<file path="config.mk">
export PLATFORM = sky130hd
export DESIGN_NAME = tx_rail_intf
export DESIGN_NICKNAME = d
export VERILOG_FILES = /design/src/rtl/tx_rail_pkg.sv /design/src/rtl/tx_pin_sync.sv /design/src/rtl/tx_edge_detect.sv /design/src/rtl/tx_rail_decode.sv /design/src/rtl/tx_rail_intf.sv
export SDC_FILE = /design/constraint.sdc
export NUM_CORES = 1
export LEC_CHECK = 0
export BUFFER_PORTS_ARGS = -buffer_cell sky130_fd_sc_hd__buf_2
export CAP_MARGIN = 30
export CORE_MARGIN = 3
export CORE_UTILIZATION = 45
export DETAILED_ROUTE_END_ITERATION = 16
export PLACE_DENSITY = 0.67
export SYNTH_ARGS = -nofsm -noshare
export SYNTH_HDL_FRONTEND = slang
export SYNTH_SLANG_ARGS = --single-unit
</file>
<file path="constraint.sdc">
create_clock -name clk -period 1.4 [get_ports clk]
set_input_delay 0.28 -clock clk [delete_from_list [all_inputs] [get_ports clk]]
set_output_delay 0.28 -clock clk [all_outputs]
set_load 0.05 [all_outputs]
</file>
<file path="src/rtl/tx_rail_pkg.sv">
package tx_rail_pkg;

    typedef enum logic [1:0] {
        FMT_SR_NRZ = 2'd0,
        FMT_DR_NRZ = 2'd1,
        FMT_DR_RZ  = 2'd2,
        FMT_RSVD   = 2'd3
    } tx_fmt_e;

    typedef enum logic [1:0] {
        CMD_SPACE = 2'd0,
        CMD_POS   = 2'd1,
        CMD_NEG   = 2'd2
    } line_cmd_e;

    // Pin vector positions
    localparam int PIN_P    = 0;
    localparam int PIN_N    = 1;
    localparam int PIN_CN   = 2;
    localparam int NUM_PINS = 3;

    // Rail pair to command; equal rails are a space
    function automatic line_cmd_e rail_to_cmd(input logic p, input logic n);
        line_cmd_e c;
        unique case ({p, n})
            2'b10:   c = CMD_POS;
            2'b01:   c = CMD_NEG;
            default: c = CMD_SPACE;
        endcase
        return c;
    endfunction

endpackage

</file>
<file path="src/rtl/tx_pin_sync.sv">
module tx_pin_sync #(
    parameter int W      = 3,
    parameter int STAGES = 2
) (
    input  logic         clk,
    input  logic         rst_n,
    input  logic [W-1:0] din,
    output logic [W-1:0] dout
);
    localparam int LAST = STAGES - 1;

    logic [STAGES-1:0][W-1:0] chain_d, chain_q;

    always_comb begin
        chain_d[0] = din;
        for (int i = 1; i < STAGES; i++) begin
            chain_d[i] = chain_q[i-1];
        end
    end

    always_ff @(posedge clk or negedge rst_n) begin
        if (!rst_n) chain_q <= '0;
        else        chain_q <= chain_d;
    end

    assign dout = chain_q[LAST];

endmodule

</file>
<file path="src/rtl/tx_edge_detect.sv">
module tx_edge_detect #(
    parameter int W = 3
) (
    input  logic         clk,
    input  logic         rst_n,
    input  logic [W-1:0] lvl,
    output logic [W-1:0] rise,
    output logic [W-1:0] fall
);
    logic [W-1:0] prev_d, prev_q;

    always_comb begin
        prev_d = lvl;
    end

    always_ff @(posedge clk or negedge rst_n) begin
        if (!rst_n) prev_q <= '0;
        else        prev_q <= prev_d;
    end

    generate
        for (genvar g = 0; g < W; g++) begin : g_bit
            assign rise[g] =  lvl[g] & ~prev_q[g];
            assign fall[g] = ~lvl[g] &  prev_q[g];
        end
    endgenerate

endmodule

</file>
<file path="src/rtl/tx_rail_decode.sv">
module tx_rail_decode
    import tx_rail_pkg::*;
(
    input  tx_fmt_e              fmt,
    input  logic                 invert,
    input  logic                 edge_fall,
    input  logic [NUM_PINS-1:0]  lvl,
    input  logic [NUM_PINS-1:0]  rise,
    input  logic [NUM_PINS-1:0]  fall,
    output logic                 ev,
    output line_cmd_e            cmd,
    output logic                 bit_o
);
    logic [NUM_PINS-1:0] act;
    logic [NUM_PINS-1:0] act_go;
    logic                clk_edge;

    always_comb begin
        act      = lvl ^ {NUM_PINS{invert}};
        act_go   = invert ? fall : rise;
        clk_edge = edge_fall ? fall[PIN_CN] : rise[PIN_CN];
        ev       = 1'b0;
        cmd      = CMD_SPACE;
        bit_o    = 1'b0;
        unique case (fmt)
            FMT_SR_NRZ: begin
                ev    = clk_edge;
                bit_o = act[PIN_P];
            end
            FMT_DR_NRZ: begin
                ev  = clk_edge;
                cmd = rail_to_cmd(act[PIN_P], act[PIN_N]);
            end
            FMT_DR_RZ: begin
                ev  = act_go[PIN_P] | act_go[PIN_CN];
                cmd = rail_to_cmd(act[PIN_P], act[PIN_CN]);
            end
            default: begin
                ev  = 1'b0;
                cmd = CMD_SPACE;
            end
        endcase
    end

endmodule

</file>
<file path="src/rtl/tx_rail_intf.sv">
module tx_rail_intf
    import tx_rail_pkg::*;
#(
    parameter int SYNC_STAGES = 2
) (
    input  logic       clk,
    input  logic       rst_n,
    input  logic [1:0] cfg_fmt,
    input  logic       cfg_invert,
    input  logic       cfg_edge_fall,
    input  logic       txd_p,
    input  logic       txd_n,
    input  logic       txclk_or_n,
    output logic       pos_pulse,
    output logic       neg_pulse,
    output logic       nrz_bit,
    output logic       sample_stb
);
    localparam int WARM   = SYNC_STAGES + 1;
    localparam int WARM_W = $clog2(WARM + 1);

    typedef struct packed {
        logic              pos;
        logic              neg;
        logic              nrz;
        logic              stb;
        tx_fmt_e           fmt;
        logic [WARM_W-1:0] warm;
    } state_t;

    tx_fmt_e             fmt_w;
    logic [NUM_PINS-1:0] pins_raw;
    logic [NUM_PINS-1:0] pins_s;
    logic [NUM_PINS-1:0] rise_w;
    logic [NUM_PINS-1:0] fall_w;
    logic                ev_w;
    line_cmd_e           cmd_w;
    logic                bit_w;
    logic                armed_w;
    state_t              d, q;

    assign fmt_w    = tx_fmt_e'(cfg_fmt);
    assign pins_raw = {txclk_or_n, txd_n, txd_p};

    tx_pin_sync #(.W(NUM_PINS), .STAGES(SYNC_STAGES)) sync_i (
        .clk  (clk),
        .rst_n(rst_n),
        .din  (pins_raw),
        .dout (pins_s)
    );

    tx_edge_detect #(.W(NUM_PINS)) edge_i (
        .clk  (clk),
        .rst_n(rst_n),
        .lvl  (pins_s),
        .rise (rise_w),
        .fall (fall_w)
    );

    tx_rail_decode dec_i (
        .fmt      (q.fmt),
        .invert   (cfg_invert),
        .edge_fall(cfg_edge_fall),
        .lvl      (pins_s),
        .rise     (rise_w),
        .fall     (fall_w),
        .ev       (ev_w),
        .cmd      (cmd_w),
        .bit_o    (bit_w)
    );

    assign armed_w = (q.warm == WARM_W'(WARM));

    always_comb begin
        d     = q;
        d.stb = 1'b0;
        if (fmt_w != q.fmt) begin
            d.fmt  = fmt_w;
            d.pos  = 1'b0;
            d.neg  = 1'b0;
            d.nrz  = 1'b0;
            d.warm = '0;
        end else if (!armed_w) begin
            d.warm = q.warm + WARM_W'(1);
        end else begin
            unique case (q.fmt)
                FMT_SR_NRZ, FMT_DR_NRZ: begin
                    if (ev_w) begin
                        d.pos = (cmd_w == CMD_POS);
                        d.neg = (cmd_w == CMD_NEG);
                        d.nrz = bit_w;
                        d.stb = 1'b1;
                    end
                end
                FMT_DR_RZ: begin
                    d.pos = (cmd_w == CMD_POS);
                    d.neg = (cmd_w == CMD_NEG);
                    d.nrz = 1'b0;
                    d.stb = ev_w;
                end
                default: begin
                    d.pos = 1'b0;
                    d.neg = 1'b0;
                    d.nrz = 1'b0;
                end
            endcase
        end
    end

    always_ff @(posedge clk or negedge rst_n) begin
        if (!rst_n) begin
            q.pos  <= 1'b0;
            q.neg  <= 1'b0;
            q.nrz  <= 1'b0;
            q.stb  <= 1'b0;
            q.fmt  <= FMT_SR_NRZ;
            q.warm <= '0;
        end else begin
            q <= d;
        end
    end

    assign pos_pulse  = q.pos;
    assign neg_pulse  = q.neg;
    assign nrz_bit    = q.nrz;
    assign sample_stb = q.stb;

    assert_excl_cmd_R3: assert property (@(posedge clk) disable iff (!rst_n)
        !(pos_pulse && neg_pulse));

    assert_nrz_hold_R2: assert property (@(posedge clk) disable iff (!rst_n)
        (q.fmt == FMT_DR_NRZ && $past(q.fmt) == FMT_DR_NRZ && !sample_stb)
        |-> ($stable(pos_pulse) && $stable(neg_pulse)));

    assert_single_no_pulse_R6: assert property (@(posedge clk) disable iff (!rst_n)
        (q.fmt == FMT_SR_NRZ) |-> (!pos_pulse && !neg_pulse));

    assert_stb_one_cycle_R8: assert property (@(posedge clk) disable iff (!rst_n)
        (sample_stb && q.fmt != FMT_DR_RZ) |=> !sample_stb);

    assert_fmt_change_clear_R10: assert property (@(posedge clk) disable iff (!rst_n)
        (fmt_w != q.fmt) |=> (!pos_pulse && !neg_pulse && !nrz_bit && !sample_stb));

    assert_reserved_quiet_R11: assert property (@(posedge clk) disable iff (!rst_n)
        (fmt_w == FMT_RSVD && q.fmt == FMT_RSVD)
        |-> (!pos_pulse && !neg_pulse && !nrz_bit && !sample_stb));

endmodule

</file>
Word level (Yosys, flattened, before mapping)

Cells that the tools add are included.

Input port bits: 9
Bits in writable memories: 0
ROM bits: 0
Bits in latches: 0
Register bits: 17
Memories: 0

$mul: 0
Reductions and logical operators: 4
Divide/modulo/power cells: 0
Muxes and demuxes: 15
Order comparisons: 0
Bitwise operators: 14
Shifts and indexed selects: 0
Equality and inequality tests: 12
Add/sub/neg operators: 1

Operators with widths:

| cell                                                            | number |
|---|---|
| 2-bit one-hot mux with 2 select lines                           | 3 |
| 2-bit == test, second input constant                            | 5 |
| 2-bit by 1-bit == test with 1-bit output, second input constant | 4 |
| 4-bit 2-to-1 mux                                                | 2 |
| 1-bit bitwise AND                                               | 6 |
| 3-bit 2-to-1 mux                                                | 2 |
| 1-bit inverter                                                  | 6 |
| 3-bit one-hot mux with 2 select lines                           | 1 |
| 2-bit 2-to-1 mux                                                | 2 |
| 1-bit one-hot mux with 2 select lines                           | 2 |
| 1-bit 2-to-1 mux                                                | 3 |
| 3-bit by 1-bit != test with 1-bit output, second input constant | 1 |
| 3-bit bitwise XOR                                               | 1 |
| 2-bit by 1-bit adder with 2-bit output, second input constant   | 1 |
| 2-bit zero test                                                 | 1 |
| 2-bit by 1-bit != test with 1-bit output, second input constant | 1 |
| 2-bit != test                                                   | 1 |
| 2-bit AND reduction                                             | 1 |
| 2-bit nonzero test                                              | 1 |
| 2-bit OR reduction                                              | 1 |
| 1-bit OR                                                        | 1 |

Depth between registers and ports, before layout

Gate-level depths: netlist of the first run.

Depth in word-level cells: 9
Gate-level depth with buffers: 6
Gate-level depth less buffers: 6

Cells and area by module

A second synthesis of the first run with hierarchy kept.

Cells, all modules: 73
Area, all modules: 823.3 sq um

By module, submodules not included:

| module         | cells an instance | area an instance (sq um) | instances | sequential area each (sq um) |
|---|---|---|---|---|
| tx_rail_intf   | 34                | 386.6                    | 1         | 200.2 |
| tx_rail_decode | 24                | 173.9                    | 1         | 0.0 |
| tx_pin_sync    | 6                 | 150.1                    | 1         | 150.1 |
| tx_edge_detect | 9                 | 112.6                    | 1         | 75.1 |

Worst setup path before layout of the first run

No wires, ideal clock.

Path type: register -> register
Start: reg, netlist name q[2]
End: reg q, in the netlist nrz_bit
Period minus slack after synthesis: 1.500 ns
Setup time: 0.122 ns
Data arrival time: 1.378 ns
Buffers on the path: 0
Cell stages (with the launch flop): 6
Data required time: 1.278 ns
Slack: -0.100 ns
Path through: dfrtp_1 inv_1 ha_1 o211a_1 o311a_1 a32o_1

Word-level cells in the longest chain between the ends: 6
Elaborated cells on any way between the ends: 14
Classes of those cells: eq/ne (4); mux (6); reduce/logical (4)

RTL lines:

| what                                  | line                                     | source |
|---|---|---|
| 2-bit zero test                       | tx_rail_decode.sv:25, tx_rail_intf.sv:86 |  |
| 1-bit 2-to-1 mux                      | tx_rail_decode.sv:25                     | `unique case (fmt)` |
| 4-bit 2-to-1 mux                      | tx_rail_intf.sv:88                       | `if (ev_w) begin` |
| 3-bit one-hot mux with 2 select lines | tx_rail_intf.sv:86                       | `unique case (q.fmt)` |
| 4-bit 2-to-1 mux                      | tx_rail_intf.sv:83                       | `end else if (!armed_w) begin` |
| 3-bit 2-to-1 mux                      | tx_rail_intf.sv:77                       | `if (fmt_w != q.fmt) begin` |
| to (decl)                             | tx_rail_intf.sv:40                       | `state_t d, q;` |

Several ways; a longest one is shown, not always the timed one. The select of a mux whose other input is x is not followed.
A chain may end at the register's enable or synchronous reset.

Worst setup path after layout of the first run

Start: reg, netlist name q[2]
End: reg q, in the netlist nrz_bit

Word-level cells in the longest chain between the ends: 6
Elaborated cells on any way between the ends: 14
Classes of those cells: eq/ne (4); mux (6); reduce/logical (4)

RTL lines:

| what                                  | line |
|---|---|
| 2-bit zero test                       | tx_rail_decode.sv:25, tx_rail_intf.sv:86 |
| 1-bit 2-to-1 mux                      | tx_rail_decode.sv:25 |
| 4-bit 2-to-1 mux                      | tx_rail_intf.sv:88 |
| 3-bit one-hot mux with 2 select lines | tx_rail_intf.sv:86 |
| 4-bit 2-to-1 mux                      | tx_rail_intf.sv:83 |
| 3-bit 2-to-1 mux                      | tx_rail_intf.sv:77 |

Several ways; a longest one is shown, not always the timed one. The select of a mux whose other input is x is not followed.

==> results.py, run 1 <==
metrics = {
    "clock_network": {
        "clockBufferDepth": 2,
        "cts_buffers": 3,
        "cts_tree": "yes",
        "cts.sinks": 16,
        "insertion_delay_ps": 290,
        "path_clk_slew_ps": 90,
        "cts_root_buf": "clkbuf_4",
        "cts_htree_levels": 1,
    },
    "yosys": {
        "yosysWarningCount": 0,
        "synth_fp_nets": 83,
        "synth-seq-cells": 16,
        "synth_cell_types": 31,
        "netlist_area_um2": 816,
        "syn_area_per_cell_um2": 11.8,
        "yosysMostFrequentCell": "dfrtp_1",
        "synth_top_area_cell": "dfrtp_1",
        "yosys-top-cells-area": "dfrtp_1 49%, ha_1 7.7%, xor2_1 4.3%, mux2i_1 3.7%, nor3_1 2.5%",
        "synth_top_area_frac": 0.491,
        "synthArstFlopShare": 1.00,
        "yosysSeqAreaShare": 0.491,
        "synth_flop_cell": "dfrtp_1",
        "synth_edf_count": 0,
        "synthCells": 69,
        "synth_commonest_cells": "16 x dfrtp_1, 5 x ha_1, 4 x inv_1, 4 x nor3_1, 4 x xor2_1",
    },
    "setup_path": {
        "crit_slowest_cell": "dfrtp_2",
        "cp_cell_sequence": "inv_4 -> ha_4 -> nor2_4 -> a21oi_2 -> o311a_1 -> a32o_1",
        "crit_fanout": 5,
        "cpLargestDelayFamily": "compound AO/OA/AOI/OAI gates",
        "slowest_delay_ps": 450,
        "critPathArrivalTime_ps": 1730,
        "worst_setup_path_end_kind": "flip-flop",
        "path_buf_inv": 1,
        "setup.worst_path.start_class": "flip-flop",
        "critPathKind": "reg2reg",
        "worstPathRequired_ps": 1590,
    },
    "floorplanning": {
        "dieWidth_um": 48.6,
        "core_um2": 1610,
        "fp-row-count": 14,
        "io-pin-count": 13,
        "die_y_um": 48.6,
        "dieArea_um2": 2360,
        "initial_utilization": 0.506,
    },
    "placement": {
        "place_worst_setup_slack_ps": -133,
        "portBuffers": 12,
        "dpl-instance-area_um2": 1020,
        "gp_congestion": 0.766,
        "dp_hpwl_um": 1170,
    },
    "layout": {
        "fillers": 127,
        "final_area_um2": 1160,
        "nets": 111,
        "synthToLayoutAreaGrowth_pct": 41.9,
        "utilization": 0.718,
        "multiInputGateArea_um2": 518,
        "antenna_cells": 0,
        "drive_gt1_frac": 0.521,
        "regArea_um2": 403,
    },
    "route": {
        "wl_per_cell_um": 13.8,
        "wl_um": 1660,
        "first_pass_iters": 4,
        "drt_iter0_drc": 4,
        "drc_errors": 0,
        "avgViaCountPerCell": 5.21,
        "ant_nets": 0,
        "vias": 625,
    },
    "sta": {
        "finalSetupViolCount": 4,
        "rsz0062_at_grt": "true",
        "maxSlewHeadroom": 0.774,
        "hold_viol_final": 0,
        "period_share": 1.10,
        "post-route-worst-setup-slack_ps": -142,
        "drv_slew": 0,
        "fmax_ghz": 0.648,
        "fin_hold_ws_ps": 88.1,
        "min_period_ps": 1540,
        "finClkSkew_ps": 8.18,
        "worst_slew_pin_slew_ps": 339,
        "fin_tns_setup_ps": -384,
    },
    "power_and_ir_drop": {
        "p_per_area_nw_per_um2": 801,
        "vdd_ir_drop_max_uv": 793,
        "total_leakage_power_uw": 0.000532,
    },
    "global_route": {
        "antenna_found_initial": 0,
        "grtUsageTotal": 0.152,
        "grt_max_degree": 17,
        "grt_pass1_wl_um": 2700,
        "overflow": 0,
        "grt_pass1_vias": 603,
    },
    "run": {
        "drv_cap": 0,
    },
    "outcome": {
        "violations": "negative setup slack",
        "outcome": "finished, violations left",
    },
    "min_path": {
        "hold_path_class": "in2reg",
    },
}
## placed cells by master (no fill, tap or decap), types with 2 or more instances in the layout
| master | count |
|---|---|
| dfrtp_1 | 14 |
| buf_2 | 12 |
| buf_4 | 12 |
| nor3_1 | 4 |
| mux2i_1 | 3 |
| ha_4 | 3 |
| clkbuf_4 | 3 |
| inv_4 | 2 |
| nor2b_4 | 2 |
| inv_1 | 2 |
| nand3b_1 | 2 |
| nand2b_1 | 2 |
| a211oi_1 | 2 |
| o211ai_1 | 2 |
| nand2_1 | 2 |
| xor2_1 | 2 |
| ha_1 | 2 |
| dfrtp_2 | 2 |
## state kept, by name, indices dropped and copies added, names as in the netlist
signal	count
nrz_bit	1
q	4
pos_pulse	1
edge_i.prev_q	2
sync_i.dout	3
sync_i.chain_d	3
sample_stb	1
neg_pulse	1
## metal layers
metal,part of all wire,track usage,routed length [µm]
met5,0,0,0
met4,0.028,0.0995,46
met3,0.031,0.0184,52
met2,0.52,0.266,867
met1,0.42,0.175,692
## final timing paths
check | from | end | slack, ps | cells after the start
hold / removal | txd_n | sync_i.chain_d[4] | 90 | 1
setup reg to reg | q[2] | nrz_bit | -140 | 6
hold reg to reg | sync_i.chain_d[3] | sync_i.dout[0] | 360 | 0
max in group asynchronous | rst_n | q[2] | 700 | 2
min in group asynchronous | rst_n | q[0] | 430 | 2
setup / recovery | q[2] | nrz_bit | -140 | 6
## repair_timing
| action | CTS | global route |
|---|---|---|
| buffers inserted | 1 | 0 |
| gates resized for setup | 6 | 11 |
| hold endpoints to repair | 16 | 0 |
| hold buffers | 1 | 0 |
| endpoints found under the setup margin | 3 | 4 |
| pin swaps | 6 | 6 |
## worst reg2reg max path: stages, from the launching register on
cell and delay, ps:
dfrtp_2 450, inv_4 70, ha_4 190, nor2_4 120, a21oi_2 50, o311a_1 370, a32o_1 200
## cell families after synthesis
kind of cell    count (synthesis)  share of synthesized area
flops                          16                      0.491
fa+ha+maj                       5                     0.0767
compound gates                 14                      0.160
xor+xnor                        4                     0.0429
simple gates                   21                      0.166
mux                             3                     0.0368
buf+inv                         6                     0.0276
## area by class of cell
class | count | share of cell area
Multi-Input combinational cell | 47 | 0.448
Sequential cell | 16 | 0.348
Timing Repair Buffer | 25 | 0.138
Tap cell | 24 | 0.0259
Clock buffer | 4 | 0.0227
Inverter | 4 | 0.0173
## report_power, final
part	switching, µW	leakage [µW]	internal (µW)
registers	16.6	0.000197	482
logic	94.2	0.000320	87.0
clock network	136	0.0000150	111
## stage by stage
step,cells,total power (µW)
after detailed placement,114,651
after floorplan,69,584
final,120,927
after global routing,120,974
after global placement,114,646
after CTS,120,917
(Power assumes the default switching activity.)
==> inputs of run 2 (changes only) <==
==> constraint.sdc (replaced) <==
create_clock -name clk -period 1.2 [get_ports clk]
set_input_delay 0.24 -clock clk [delete_from_list [all_inputs] [get_ports clk]]
set_output_delay 0.24 -clock clk [all_outputs]
set_load 0.05 [all_outputs]
==> results.py, run 2 (synthesis results as in run 1) <==
metrics = {
    "sta": {
        "finClkSkew_ps": 6.10,
        "min_period_ps": 1520,
        "hold_viol_final": 0,
        "fmax_ghz": 0.657,
        "post-route-worst-setup-slack_ps": -323,
        "finalSetupViolCount": 6,
        "rsz0062_at_grt": "true",
        "drv_slew": 0,
        "maxSlewHeadroom": 0.746,
        "worst_slew_pin_slew_ps": 377,
        "period_share": 1.27,
    },
    "layout": {
        "mostFrequentLayoutCell": "buf_4",
        "largest_reg_flops": 4,
        "final_area_um2": 1210,
        "nets": 115,
        "top_register": "q",
        "antenna_cells": 0,
        "layout_common_cells": "16 x buf_4, 14 x dfrtp_1, 11 x buf_2",
        "drive_gt1_frac": 0.570,
        "synthToLayoutAreaGrowth_pct": 48.6,
    },
    "setup_path": {
        "critPathArrivalTime_ps": 1710,
        "reg2reg_slack_ps": -320,
        "crit_fanout": 5,
        "setup.worst_path.start_class": "flip-flop",
        "critPathLaunch": "q[3]",
        "worst_setup_path_end_kind": "flip-flop",
        "critPathKind": "reg2reg",
        "rr_startpoint": "q[3]",
        "worstPathRequired_ps": 1390,
    },
    "global_route": {
        "met2_usage": 0.257,
        "antenna_found_initial": 0,
        "met3_usage": 0.0307,
        "grt_pass1_wl_um": 2870,
        "grt.busiest_layer": "met2",
        "overflow": 0,
        "grt_pass1_vias": 649,
        "grt_use_met1": 0.209,
        "grt_max_degree": 17,
        "grtUsageTotal": 0.160,
    },
    "floorplanning": {
        "dieArea_um2": 2360,
        "initial_utilization": 0.506,
        "dieWidth_um": 48.6,
        "fp-row-count": 14,
        "io-pin-count": 13,
        "core_um2": 1610,
        "die_y_um": 48.6,
    },
    "min_path": {
        "worstHoldStart": "txd_n",
        "hold_path_class": "in2reg",
    },
    "route": {
        "first_pass_iters": 4,
        "vias": 626,
        "wl_um": 1640,
        "drt_iter0_drc": 3,
        "avgViaCountPerCell": 5.05,
        "ant_nets": 0,
        "wl_per_cell_um": 13.2,
        "drc_errors": 0,
    },
    "placement": {
        "portBuffers": 12,
        "place_worst_setup_slack_ps": -334,
        "dpl-instance-area_um2": 1050,
        "gp_congestion": 0.728,
        "dp_hpwl_um": 1230,
    },
    "clock_network": {
        "cts.sinks": 16,
        "path_clk_slew_ps": 100,
        "cts_buffers": 3,
        "cts_htree_levels": 1,
        "clockBufferDepth": 2,
        "insertion_delay_ps": 290,
        "cts_tree": "yes",
        "cts_root_buf": "clkbuf_4",
    },
    "power_and_ir_drop": {
        "vdd_ir_drop_max_uv": 875,
        "p_per_area_nw_per_um2": 920,
        "total_leakage_power_uw": 0.000551,
    },
    "outcome": {
        "outcome": "finished, violations left",
        "violations": "negative setup slack",
    },
    "run": {
        "drv_cap": 0,
    },
}
[run 2: final cells by class]
class                   instances  area (µm²)
well taps                      24        30.0
fillers                       108         399
clock buffers                   4        26.3
multi-input cells              47         541
inverters                       4        20.0
flip-flops and latches         16         403
repair buffers                 29         193
[run 2: where the power goes]
group | switching (µW) | internal [µW] | total (µW) | leakage, µW
logic | 119 | 114 | 233 | 0.000338
clock network | 172 | 129 | 301 | 0.0000150
registers | 18.5 | 563 | 581 | 0.000197
total | 309 | 806 | 1120 | 0.000551
[run 2: critical path: stages, from the launching register on]
cell,delay (ps)
dfrtp_2,450
inv_4,70
ha_4,180
nor2_4,100
a21oi_2,40
o311a_1,370
a32o_1,210
[run 2: repair_timing]
| item | in CTS | in global routing |
|---|---|---|
| endpoints found under the hold margin | 16 | 0 |
| buffers inserted | 1 | 0 |
| hold buffers | 1 | 0 |
| gates resized for setup | 12 | 9 |
| endpoints found under the setup margin | 6 | 7 |
| pin swaps | 5 | 4 |
[run 2: layer usage]
| layer | vias up | wire (µm) | share of wire |
|---|---|---|---|
| li1 | 309 | - | - |
| met1 | 302 | 778 | 0.47 |
| met2 | 13 | 788 | 0.48 |
| met3 | 2 | 53 | 0.032 |
| met4 | 0 | 21 | 0.013 |
| met5 | - | 0 | 0 |
[run 2: path summary, 6_finish.rpt]
path                                      to  cells past startpoint
max                                  nrz_bit                      6
min in group asynchronous               q[0]                      2
min                        sync_i.chain_d[4]                      1
max reg2reg                          nrz_bit                      6
max in group asynchronous               q[3]                      2
min reg2reg                   sync_i.dout[1]                      0
[run 2: stage by stage]
step                instances  TNS, ps  power, µW  hold WS [ps]   util
finish                    124    -1080       1120          48.6  0.752
global route              124    -1460       1190          29.1  0.752
CTS                       124    -1090       1110          39.6  0.726
detailed placement        118    -1120        772           171  0.651
global placement          118    -1010        765           166  0.651
floorplan                  69     -709        681         -55.6      -
